### config.mk
export PLATFORM = sky130hd
export DESIGN_NAME = csma_backoff_ctrl
export DESIGN_NICKNAME = d
export VERILOG_FILES = /design/src/rtl/csma_pkg.sv /design/src/rtl/csma_lfsr.sv /design/src/rtl/csma_jam_timer.sv /design/src/rtl/csma_backoff_timer.sv /design/src/rtl/csma_backoff_ctrl.sv
export SDC_FILE = /design/constraint.sdc
export NUM_CORES = 1
export LEC_CHECK = 0
export BUFFER_PORTS_ARGS = -buffer_cell sky130_fd_sc_hd__buf_2
export CORE_MARGIN = 5
export CORE_UTILIZATION = 33
export DETAILED_ROUTE_END_ITERATION = 16
export GPL_TIMING_DRIVEN = 1
export PLACE_DENSITY = 0.5
export SYNTH_ARGS = -nofsm -noshare
export SYNTH_HDL_FRONTEND = slang
export SYNTH_SLANG_ARGS = --single-unit
### constraint.sdc
create_clock -name clk -period 1.7 [get_ports clk]
set_input_delay 0.34 -clock clk [delete_from_list [all_inputs] [get_ports clk]]
set_output_delay 0.34 -clock clk [all_outputs]
set_load 0.005 [all_outputs]
### src/rtl/csma_pkg.sv
// Shared definitions for the transmit access sequencer.
// Assumes: one-hot-free binary state encoding is acceptable.
package csma_pkg;

    typedef enum logic [2:0] {
        ST_IDLE    = 3'd0,
        ST_DEFER   = 3'd1,
        ST_XMIT    = 3'd2,
        ST_JAM     = 3'd3,
        ST_BACKOFF = 3'd4,
        ST_HOLD    = 3'd5
    } tx_state_e;

endpackage

### src/rtl/csma_lfsr.sv
// Free-running Galois shift register used as the random source for backoff.
// Assumes: TAPS describes a maximal-length polynomial and SEED is nonzero.
module csma_lfsr #(
    parameter int          W    = 16,
    parameter logic [W-1:0] TAPS = 16'hB400,
    parameter logic [W-1:0] SEED = 16'hACE1
) (
    input  logic         clk,
    input  logic         rst_n,
    output logic [W-1:0] value
);

    logic [W-1:0] state_q;

    // advance one step every clock; reload seed on reset
    always_ff @(posedge clk) begin
        if (!rst_n) begin
            state_q <= SEED;
        end else if (state_q[0]) begin
            state_q <= (state_q >> 1) ^ TAPS;
        end else begin
            state_q <= state_q >> 1;
        end
    end

    assign value = state_q;

endmodule

### src/rtl/csma_jam_timer.sv
// Counts bit ticks while the jam is active and flags the final one.
// Assumes: run stays high for the whole jam; counter restarts whenever run is low.
module csma_jam_timer #(
    parameter int JAM_BITS = 32
) (
    input  logic clk,
    input  logic rst_n,
    input  logic run,
    input  logic bit_tick,
    output logic expire
);

    localparam int CNT_W = $clog2(JAM_BITS + 1);

    logic [CNT_W-1:0] count_q;

    // count bit ticks during jam, hold at zero otherwise
    always_ff @(posedge clk) begin
        if (!rst_n || !run) begin
            count_q <= '0;
        end else if (bit_tick) begin
            count_q <= count_q + 1'b1;
        end
    end

    // final tick of the jam window
    always_comb begin
        expire = run && bit_tick && (count_q == CNT_W'(JAM_BITS - 1));
    end

endmodule

### src/rtl/csma_backoff_timer.sv
// Loads a masked random slot count and counts it down on slot ticks.
// Assumes: coll_n holds the collision number (1..) at the load edge.
module csma_backoff_timer #(
    parameter int CAP    = 10,
    parameter int COLL_W = 5
) (
    input  logic              clk,
    input  logic              rst_n,
    input  logic              load,
    input  logic [COLL_W-1:0] coll_n,
    input  logic [CAP-1:0]    rnd,
    input  logic              run,
    input  logic              slot_tick,
    output logic              zero
);

    logic [CAP-1:0] mask;
    logic [CAP-1:0] remain_q;

    // range mask: bit i is open when the collision number exceeds i
    for (genvar i = 0; i < CAP; i++) begin : g_mask
        assign mask[i] = (coll_n > COLL_W'(i));
    end

    // load the draw, then step down once per slot while running
    always_ff @(posedge clk) begin
        if (!rst_n) begin
            remain_q <= '0;
        end else if (load) begin
            remain_q <= rnd & mask;
        end else if (run && slot_tick && (remain_q != '0)) begin
            remain_q <= remain_q - 1'b1;
        end
    end

    assign zero = (remain_q == '0);

endmodule

### src/rtl/csma_backoff_ctrl.sv
// Sequences half-duplex transmit attempts: defer, send, jam, back off, retry.
// Assumes: tx_req is held until tx_done or excess_err, tx_end is a single
// strobe on the last bit, tick inputs are single-cycle strobes.
module csma_backoff_ctrl #(
    parameter int           MAX_COLL    = 16,
    parameter int           JAM_BITS    = 32,
    parameter int           BACKOFF_CAP = 10,
    parameter int           LFSR_W      = 16,
    parameter logic [15:0]  LFSR_TAPS   = 16'hB400,
    parameter logic [15:0]  LFSR_SEED   = 16'hACE1
) (
    input  logic clk,
    input  logic rst_n,
    input  logic tx_req,
    input  logic carrier_sense,
    input  logic collision,
    input  logic tx_end,
    input  logic bit_tick,
    input  logic slot_tick,
    output logic tx_en,
    output logic jam,
    output logic tx_done,
    output logic excess_err
);

    import csma_pkg::*;

    localparam int COLL_W = $clog2(MAX_COLL + 2);

    tx_state_e         state_q, state_d;
    logic [COLL_W-1:0] coll_q;
    logic              done_q, err_q;
    logic              jam_expire, bo_zero, give_up;
    logic [LFSR_W-1:0] rnd;

    csma_lfsr #(
        .W    (LFSR_W),
        .TAPS (LFSR_W'(LFSR_TAPS)),
        .SEED (LFSR_W'(LFSR_SEED))
    ) u_lfsr (
        .clk   (clk),
        .rst_n (rst_n),
        .value (rnd)
    );

    csma_jam_timer #(
        .JAM_BITS (JAM_BITS)
    ) u_jam (
        .clk      (clk),
        .rst_n    (rst_n),
        .run      (state_q == ST_JAM),
        .bit_tick (bit_tick),
        .expire   (jam_expire)
    );

    csma_backoff_timer #(
        .CAP    (BACKOFF_CAP),
        .COLL_W (COLL_W)
    ) u_bo (
        .clk       (clk),
        .rst_n     (rst_n),
        .load      ((state_q == ST_JAM) && jam_expire),
        .coll_n    (coll_q),
        .rnd       (rnd[BACKOFF_CAP-1:0]),
        .run       (state_q == ST_BACKOFF),
        .slot_tick (slot_tick),
        .zero      (bo_zero)
    );

    // the collision just jammed is one past the limit
    assign give_up = (coll_q > COLL_W'(MAX_COLL));

    // next-state selection for the access sequence
    always_comb begin
        state_d = state_q;
        unique case (state_q)
            ST_IDLE:    if (tx_req) state_d = carrier_sense ? ST_DEFER : ST_XMIT;
            ST_DEFER:   if (!carrier_sense) state_d = ST_XMIT;
            ST_XMIT: begin
                if (collision)   state_d = ST_JAM;
                else if (tx_end) state_d = ST_HOLD;
            end
            ST_JAM:     if (jam_expire) state_d = give_up ? ST_HOLD : ST_BACKOFF;
            ST_BACKOFF: if (bo_zero) state_d = ST_DEFER;
            ST_HOLD:    if (!tx_req) state_d = ST_IDLE;
            default:    state_d = ST_IDLE;
        endcase
    end

    // state register
    always_ff @(posedge clk) begin
        if (!rst_n) state_q <= ST_IDLE;
        else        state_q <= state_d;
    end

    // per-frame collision count: bump on abort, clear on either outcome
    always_ff @(posedge clk) begin
        if (!rst_n) begin
            coll_q <= '0;
        end else if (state_q == ST_XMIT && collision) begin
            coll_q <= coll_q + 1'b1;
        end else if ((state_q == ST_XMIT && tx_end) ||
                     (state_q == ST_JAM && jam_expire && give_up)) begin
            coll_q <= '0;
        end
    end

    // one-cycle outcome pulses
    always_ff @(posedge clk) begin
        if (!rst_n) begin
            done_q <= 1'b0;
            err_q  <= 1'b0;
        end else begin
            done_q <= (state_q == ST_XMIT) && !collision && tx_end;
            err_q  <= (state_q == ST_JAM) && jam_expire && give_up;
        end
    end

    assign tx_en      = (state_q == ST_XMIT);
    assign jam        = (state_q == ST_JAM);
    assign tx_done    = done_q;
    assign excess_err = err_q;

endmodule

==> flow_summary.yaml, run 1 <==
run_status:
  outcome: "completed"
logic_synthesis:
  netlist_top_cells_count: "dfxtp_1 (42), nor2_1 (22), nand2_1 (21)"
  netlist_instances: 245
  syn_area_per_cell_um2: 8.65
  async_flop_share: 0
  synth-compound-area-share: 0.169
  synth-adder-area-share: 0.0295
  muxShareOfSynthArea: 0.0284
  ys_seq_area_frac: 0.397
  syn-num-nets: 258
  synth_top_area_frac: 0.397
  synth_edf_count: 0
  synth_top_cell_by_area: "dfxtp_1"
  synth_xor_area_frac: 0.0372
  ys_ff_latch: 42
  synth.area.top_cells: "dfxtp_1 (40%), nor2_1 (3.9%), nand2_1 (3.7%)"
  synthSimpleGateAreaFrac: 0.294
  syn_area_mm2: 0.00212
  synth_top_family_by_area: "simple AND/OR/NAND/NOR gates"
  ys_types: 52
  synth_most_common_cell: "dfxtp_1"
  yosysWarnings: 0
  ys.flop_type: "dfxtp_1"
global_route:
  grt_pass1_wl_um: 8350
  first_global_vias: 1640
  grtUsageMet2: 0.173
  met3_usage: 0.0301
  top_usage_layer: "met1"
  grtUsageMet1: 0.184
  grt_max_degree: 17
  grt_antenna_before_repair: 0
  grt.overflow.total: 0
  grt_usage: 0.123
timing:
  rsz0062_at_grt: "yes"
  fmax_mhz: 602
  fin_crit_sh: 0.977
  drv_slew: 0
  whs_ns: 0.273
  slew_headroom: 0.741
  finClkSkew_ns: 0.00341
  setup_violations: 0
  worst_pin_slew_ns: 0.383
  period_minus_slack_ns: 1.66
  hold_viol: 0
setup_path:
  reg2reg_depth: 6
  rr_endpoint: "state_q[0]$_SDFFE_PN0P_"
  critPathLaunchType: "flip-flop"
  cp_max_fo: 5
  crit_type: "flip-flop to flip-flop"
  crit_slowest_cell: "a221oi_4"
  critPathBufInv: 1
  r2r_setup_slack_ns: 0.04
  crit_path_max_incr_delay_ns: 0.36
  cp_data_required_time_ns: 1.92
  r2r_start: "u_bo.remain_q[1]$_SDFFE_PN0P_"
  path_delay_family: "simple AND/OR/NAND/NOR gates"
  crit_arrival_ns: 1.89
  path_cells: "inv_2, ha_4, nor4b_4, nand3_2, a221oi_4, mux2i_1"
  end_kind: "flip-flop"
routing:
  drt-initial-drc-count: 100
  dr_total_vias: 1779
  dr.pass1.iters: 4
  via_per_inst: 5.07
  wl_per_cell_um: 13.8
  routed_wl_um: 4830
  drc: 0
  ant_nets: 0
cts:
  cts_tree: "yes"
  cts_buffers: 5
  cts_num_sinks: 42
  cts.path.max_buffers: 2
  cts-htree-levels: 2
  path_clk_slew_ns: 0.08
  insertion_delay_ns: 0.29
  clock-root-buffer: "clkbuf_8"
placed_design:
  place_hpwl_um: 3560
  io_buffers: 11
  gp_congestion: 0.821
power:
  p_per_area_mw_per_mm2: 875
  p_leak_uw: 0.00102
  vdd_drop_max_mv: 0.362
floorplan:
  ioPinCount: 12
  die_h_um: 90.1
  row_count: 29
  die_area_mm2: 0.00812
  start_util: 0.336
  die_x_um: 90.1
  core_mm2: 0.00631
min_path:
  hold_start: "tx_end"
  whs_path_depth: 3
  hold_end: "tx_done$_SDFF_PN0_"
  hold_path_class: "primary input to flip-flop"
run:
  maxCapViolations: 0
finish:
  drive_gt1_frac: 0.245
  area_delta_synth_final_pct: 20.7
  final_util: 0.405
  fin_nets: 286
  num_antenna_cells: 0
[worst reg2reg max path, cell delays in order, from the launching register on]
cell      delay (ns)
dfxtp_2         0.33
inv_2           0.08
ha_4            0.14
nor4b_4         0.31
nand3_2         0.17
a221oi_4        0.36
mux2i_1         0.21
[worst max-delay path by stage]
stage / to / from / cells after the start
finish: state_q[0]$_SDFFE_PN0P_ / u_bo.remain_q[1]$_SDFFE_PN0P_ / 6
global route: state_q[0]$_SDFFE_PN0P_ / u_bo.remain_q[1]$_SDFFE_PN0P_ / 6
CTS: u_bo.remain_q[5]$_SDFFE_PN0P_ / u_jam.count_q[1]$_SDFFE_PP0P_ / 6
detailed placement: state_q[0]$_SDFFE_PN0P_ / u_bo.remain_q[1]$_SDFFE_PN0P_ / 6
global placement: u_bo.remain_q[6]$_SDFFE_PN0P_ / u_bo.remain_q[1]$_SDFFE_PN0P_ / 6
floorplan: u_bo.remain_q[0]$_SDFFE_PN0P_ / u_jam.count_q[0]$_SDFFE_PP0P_ / 7
[registers in the layout, indices dropped and copies added (netlist names)]
signal	cells
state_q	3
u_bo.remain_q	10
u_lfsr.value	16
u_jam.count_q	6
tx_done	1
coll_q	5
excess_err	1
[report_power, final]
part / internal (µW) / switching [µW] / total (µW)
clock: 327 / 348 / 674
sequential: 1030 / 38.0 / 1070
combinational: 238 / 253 / 491
total: 1600 / 639 / 2240
[cell usage in the layout (no fill, tap or decap), drive strengths merged, types with 3 or more instances in the layout]
cell type	synthesis	layout
o21ai	15	15
xnor2	6	6
or3	5	5
nor3b	4	4
clkbuf	10	6
nand3	6	6
nor3	10	10
a211oi	5	5
and2	8	8
nor4	3	3
mux2i	6	6
nand2	21	21
inv	8	8
buf	3	34
ha	5	5
a21oi	13	13
dfxtp	42	42
a31oi	4	4
xor2	3	3
nor2b	3	3
nor2	22	22
nand4	3	3
nand2b	9	9
[layer usage]
layer,part of all wire,wire [µm]
met5,0,0
met4,0.010,50
met3,0.034,165
met2,0.42,2040
met1,0.53,2580
[kinds of logic after synthesis]
family	count (synthesis)
fa+ha+maj	5
buf+inv	21
xor+xnor	9
mux	6
flops	42
compound gates	55
simple gates	107
[what timing repair did]
item,in CTS,in global routing
endpoints found under the hold margin,0,0
hold buffers,0,0
pin swaps,0,5
buffers inserted,0,2
resized for setup,5,18
endpoints found under the setup margin,4,15
[through the flow]
stage / setup TNS [ns] / cells / setup slack (ns) / total power [µW] / area, µm²
detailed placement: -0.0999 / 341 / -0.0438 / 1530 / 2360
floorplan: 0 / 245 / 0.0591 / 1390 / 2120
CTS: 0 / 349 / 0.000965 / 2250 / 2480
finish: 0 / 351 / 0.0386 / 2240 / 2560
global route: -0.272 / 351 / -0.0766 / 2370 / 2560
global placement: 0 / 341 / 0.0262 / 1540 / 2360
[final cells by class]
type	instances	area, µm²
clock buffer	6	82.6
clock inverter	2	12.5
fill	671	3760
inverter	8	30.0
multi-input combinational	182	1260
sequential	42	843
tap	77	96.3
timing repair buffer	34	228
(Power assumes the default switching activity.)
==> run 2: changes to the inputs <==
--- a/config.mk
+++ b/config.mk
@@ -11,6 +11,8 @@
 export DETAILED_ROUTE_END_ITERATION = 16
 export GPL_TIMING_DRIVEN = 1
 export PLACE_DENSITY = 0.5
+export SETUP_SLACK_MARGIN = 0.2
+export SLEW_MARGIN = 20
 export SYNTH_ARGS = -nofsm -noshare
 export SYNTH_HDL_FRONTEND = slang
 export SYNTH_SLANG_ARGS = --single-unit
==> constraint.sdc (replaced) <==
create_clock -name clk -period 1.37 [get_ports clk]
set_input_delay 0.274 -clock clk [delete_from_list [all_inputs] [get_ports clk]]
set_output_delay 0.274 -clock clk [all_outputs]
set_load 0.005 [all_outputs]
==> run 2 against run 1 <==
The flow now finishes with violations (negative setup slack). First-iteration DRC count is 14% higher. Sequential cell count stayed put. Clock power is 39% higher. Critical path type unchanged. Global-route usage is 1.3 points higher. Non-clock buffer count is 39 higher. Sequential share of layout area is 4.8 points lower. Largest cell class unchanged.
==> flow_summary.yaml, run 2 (synthesized netlist as in run 1, its figures left out) <==
floorplan:
  core_mm2: 0.00631
  start_util: 0.336
  die_h_um: 90.1
  row_count: 29
  die_x_um: 90.1
  die_area_mm2: 0.00812
  ioPinCount: 12
setup_path:
  end_kind: "flip-flop"
  crit_end: "u_bo.remain_q[4]$_SDFFE_PN0P_"
  path_depth: 5
  cp_max_fo: 4
  crit_slowest_cell: "or4_4"
  critPathLaunchType: "flip-flop"
  path_delay_family: "simple AND/OR/NAND/NOR gates"
  r2r_start: "state_q[2]$_SDFFE_PN0P_"
  cp_data_required_time_ns: 1.59
  crit_arrival_ns: 1.85
  rr_endpoint: "u_bo.remain_q[4]$_SDFFE_PN0P_"
  r2r_setup_slack_ns: -0.26
  critPathBufInv: 1
  reg2reg_depth: 5
  crit_type: "flip-flop to flip-flop"
  cp-startpoint: "state_q[2]$_SDFFE_PN0P_"
  path_cells: "buf_6, nand4bb_4, or4_4, mux2i_4, a211oi_2"
  crit_path_max_incr_delay_ns: 0.52
timing:
  rsz0062_at_grt: "yes"
  fin_crit_sh: 1.19
  setup_ws_ns: -0.263
  fmax_mhz: 612
  whs_ns: 0.193
  worst_pin_slew_ns: 0.377
  finClkSkew_ns: 0.0117
  drv_slew: 0
  hold_viol: 0
  setup_violations: 21
  slew_headroom: 0.748
  period_minus_slack_ns: 1.63
routing:
  drc: 0
  wl_per_cell_um: 13.4
  drt-initial-drc-count: 114
  dr_total_vias: 1934
  ant_nets: 0
  dr.pass1.iters: 4
  via_per_inst: 4.96
  routed_wl_um: 5220
finish:
  fin_nets: 325
  final_common_cell: "buf_4"
  drive_gt1_frac: 0.406
  layout_common_cells: "buf_4 (52), dfxtp_1 (33), nor2_1 (21)"
  area_delta_synth_final_pct: 43.4
  final_util: 0.481
  final_area_mm2: 0.00304
  num_antenna_cells: 0
  largest_reg_flops: 16
cts:
  cts.path.max_buffers: 2
  ctsHoldBuffers: 0
  clock-root-buffer: "clkbuf_8"
  path_clk_slew_ns: 0.09
  insertion_delay_ns: 0.30
  cts-htree-levels: 2
  cts_buffers: 5
  cts_tree: "yes"
  cts_num_sinks: 42
placed_design:
  gp_congestion: 0.796
  place_area_mm2: 0.00273
  io_buffers: 11
  place_ws_ns: -0.326
  place_hpwl_um: 3870
power:
  switchingPower_uw: 827
  p_per_area_mw_per_mm2: 995
  vdd_drop_max_mv: 0.650
  clock_power_share: 0.311
  internal_power_uw: 2190
  p_sw_frac: 0.274
  p_total_uw: 3020
  power_frac_comb: 0.243
  power_frac_seq: 0.446
  p_leak_uw: 0.00129
global_route:
  grt_usage: 0.137
  grt_antenna_before_repair: 0
  grt.overflow.total: 0
  grt_pass1_wl_um: 9350
  first_global_vias: 1983
  grt_max_degree: 31
min_path:
  hold_path_class: "primary input to flip-flop"
run_status:
  outcome: "finished with violations"
  violations: "negative setup slack"
run:
  maxCapViolations: 0
run 2: changes by cell type in the layout (fill, tap and decap cells not counted), sizes merged:
cell	delta
clkinv	-1
clkinvlp	-1
clkbuf	+2
buf	+39
run 2: worst min path at each step:
| stage | start | to | slack [ns] | cells after the start |
|---|---|---|---|---|
| 2_1_floorplan | collision | tx_done$_SDFF_PN0_ | 0.35 | 1 |
| 3_3_place_gp | u_lfsr.value[12]$_SDFF_PN0_ | u_lfsr.value[11]$_SDFF_PN1_ | 0.40 | 1 |
| 6_report | tx_end | tx_done$_SDFF_PN0_ | 0.19 | 3 |
| 4_1_cts | tx_end | tx_done$_SDFF_PN0_ | 0.19 | 3 |
| 3_5_place_dp | u_lfsr.value[12]$_SDFF_PN0_ | u_lfsr.value[11]$_SDFF_PN1_ | 0.41 | 1 |
| 5_1_grt | tx_end | tx_done$_SDFF_PN0_ | 0.19 | 3 |
run 2: layout make-up:
cell class | instances | area [µm²]
Clock buffer | 8 | 110
Timing Repair Buffer | 73 | 567
Multi-Input combinational cell | 182 | 1380
Inverter | 8 | 32.5
Fill cell | 629 | 3280
Tap cell | 77 | 96.3
Sequential cell | 42 | 855
run 2: tightest hold or removal path, stage by stage:
cell and delay (ns):
buf_2 0.11, nand2_1 0.05, nor4_1 0.03
run 2: per-layer routing:
metal / wire length, µm / vias to the layer above / global-route usage / part of all wire
met5: 0 / - / 0 / 0
met2: 2390 / 32 / 0.216 / 0.46
met3: 180 / 5 / 0.0267 / 0.034
met1: 2580 / 892 / 0.186 / 0.49
li1: - / 1005 / - / -
met4: 65 / 0 / 0.0447 / 0.012
run 2: through the flow:
| stage | TNS [ns] | cells |
|---|---|---|
| after detailed placement | -2.89 | 376 |
| after CTS | -2.78 | 390 |
| after floorplan | -1.56 | 245 |
| after global placement | -2.67 | 376 |
| final | -3.01 | 390 |
| after global routing | -5.12 | 390 |
run 2: timing repair:
item / 4_1_cts / 5_1_grt
gates resized for setup: 23 / 12
setup endpoints to repair: 21 / 27
pin swaps: 14 / 6
cloned: 1 / 0
buffers inserted: 5 / 0
run 2: power by group through the flow:
stage / Sequential (µW) / Combinational (µW) / Clock (µW)
global placement: 1370 / 629 / 0
finish: 1350 / 733 / 940
detailed placement: 1370 / 628 / 0
floorplan: 1360 / 423 / 0
global route: 1360 / 804 / 1020
CTS: 1340 / 715 / 969
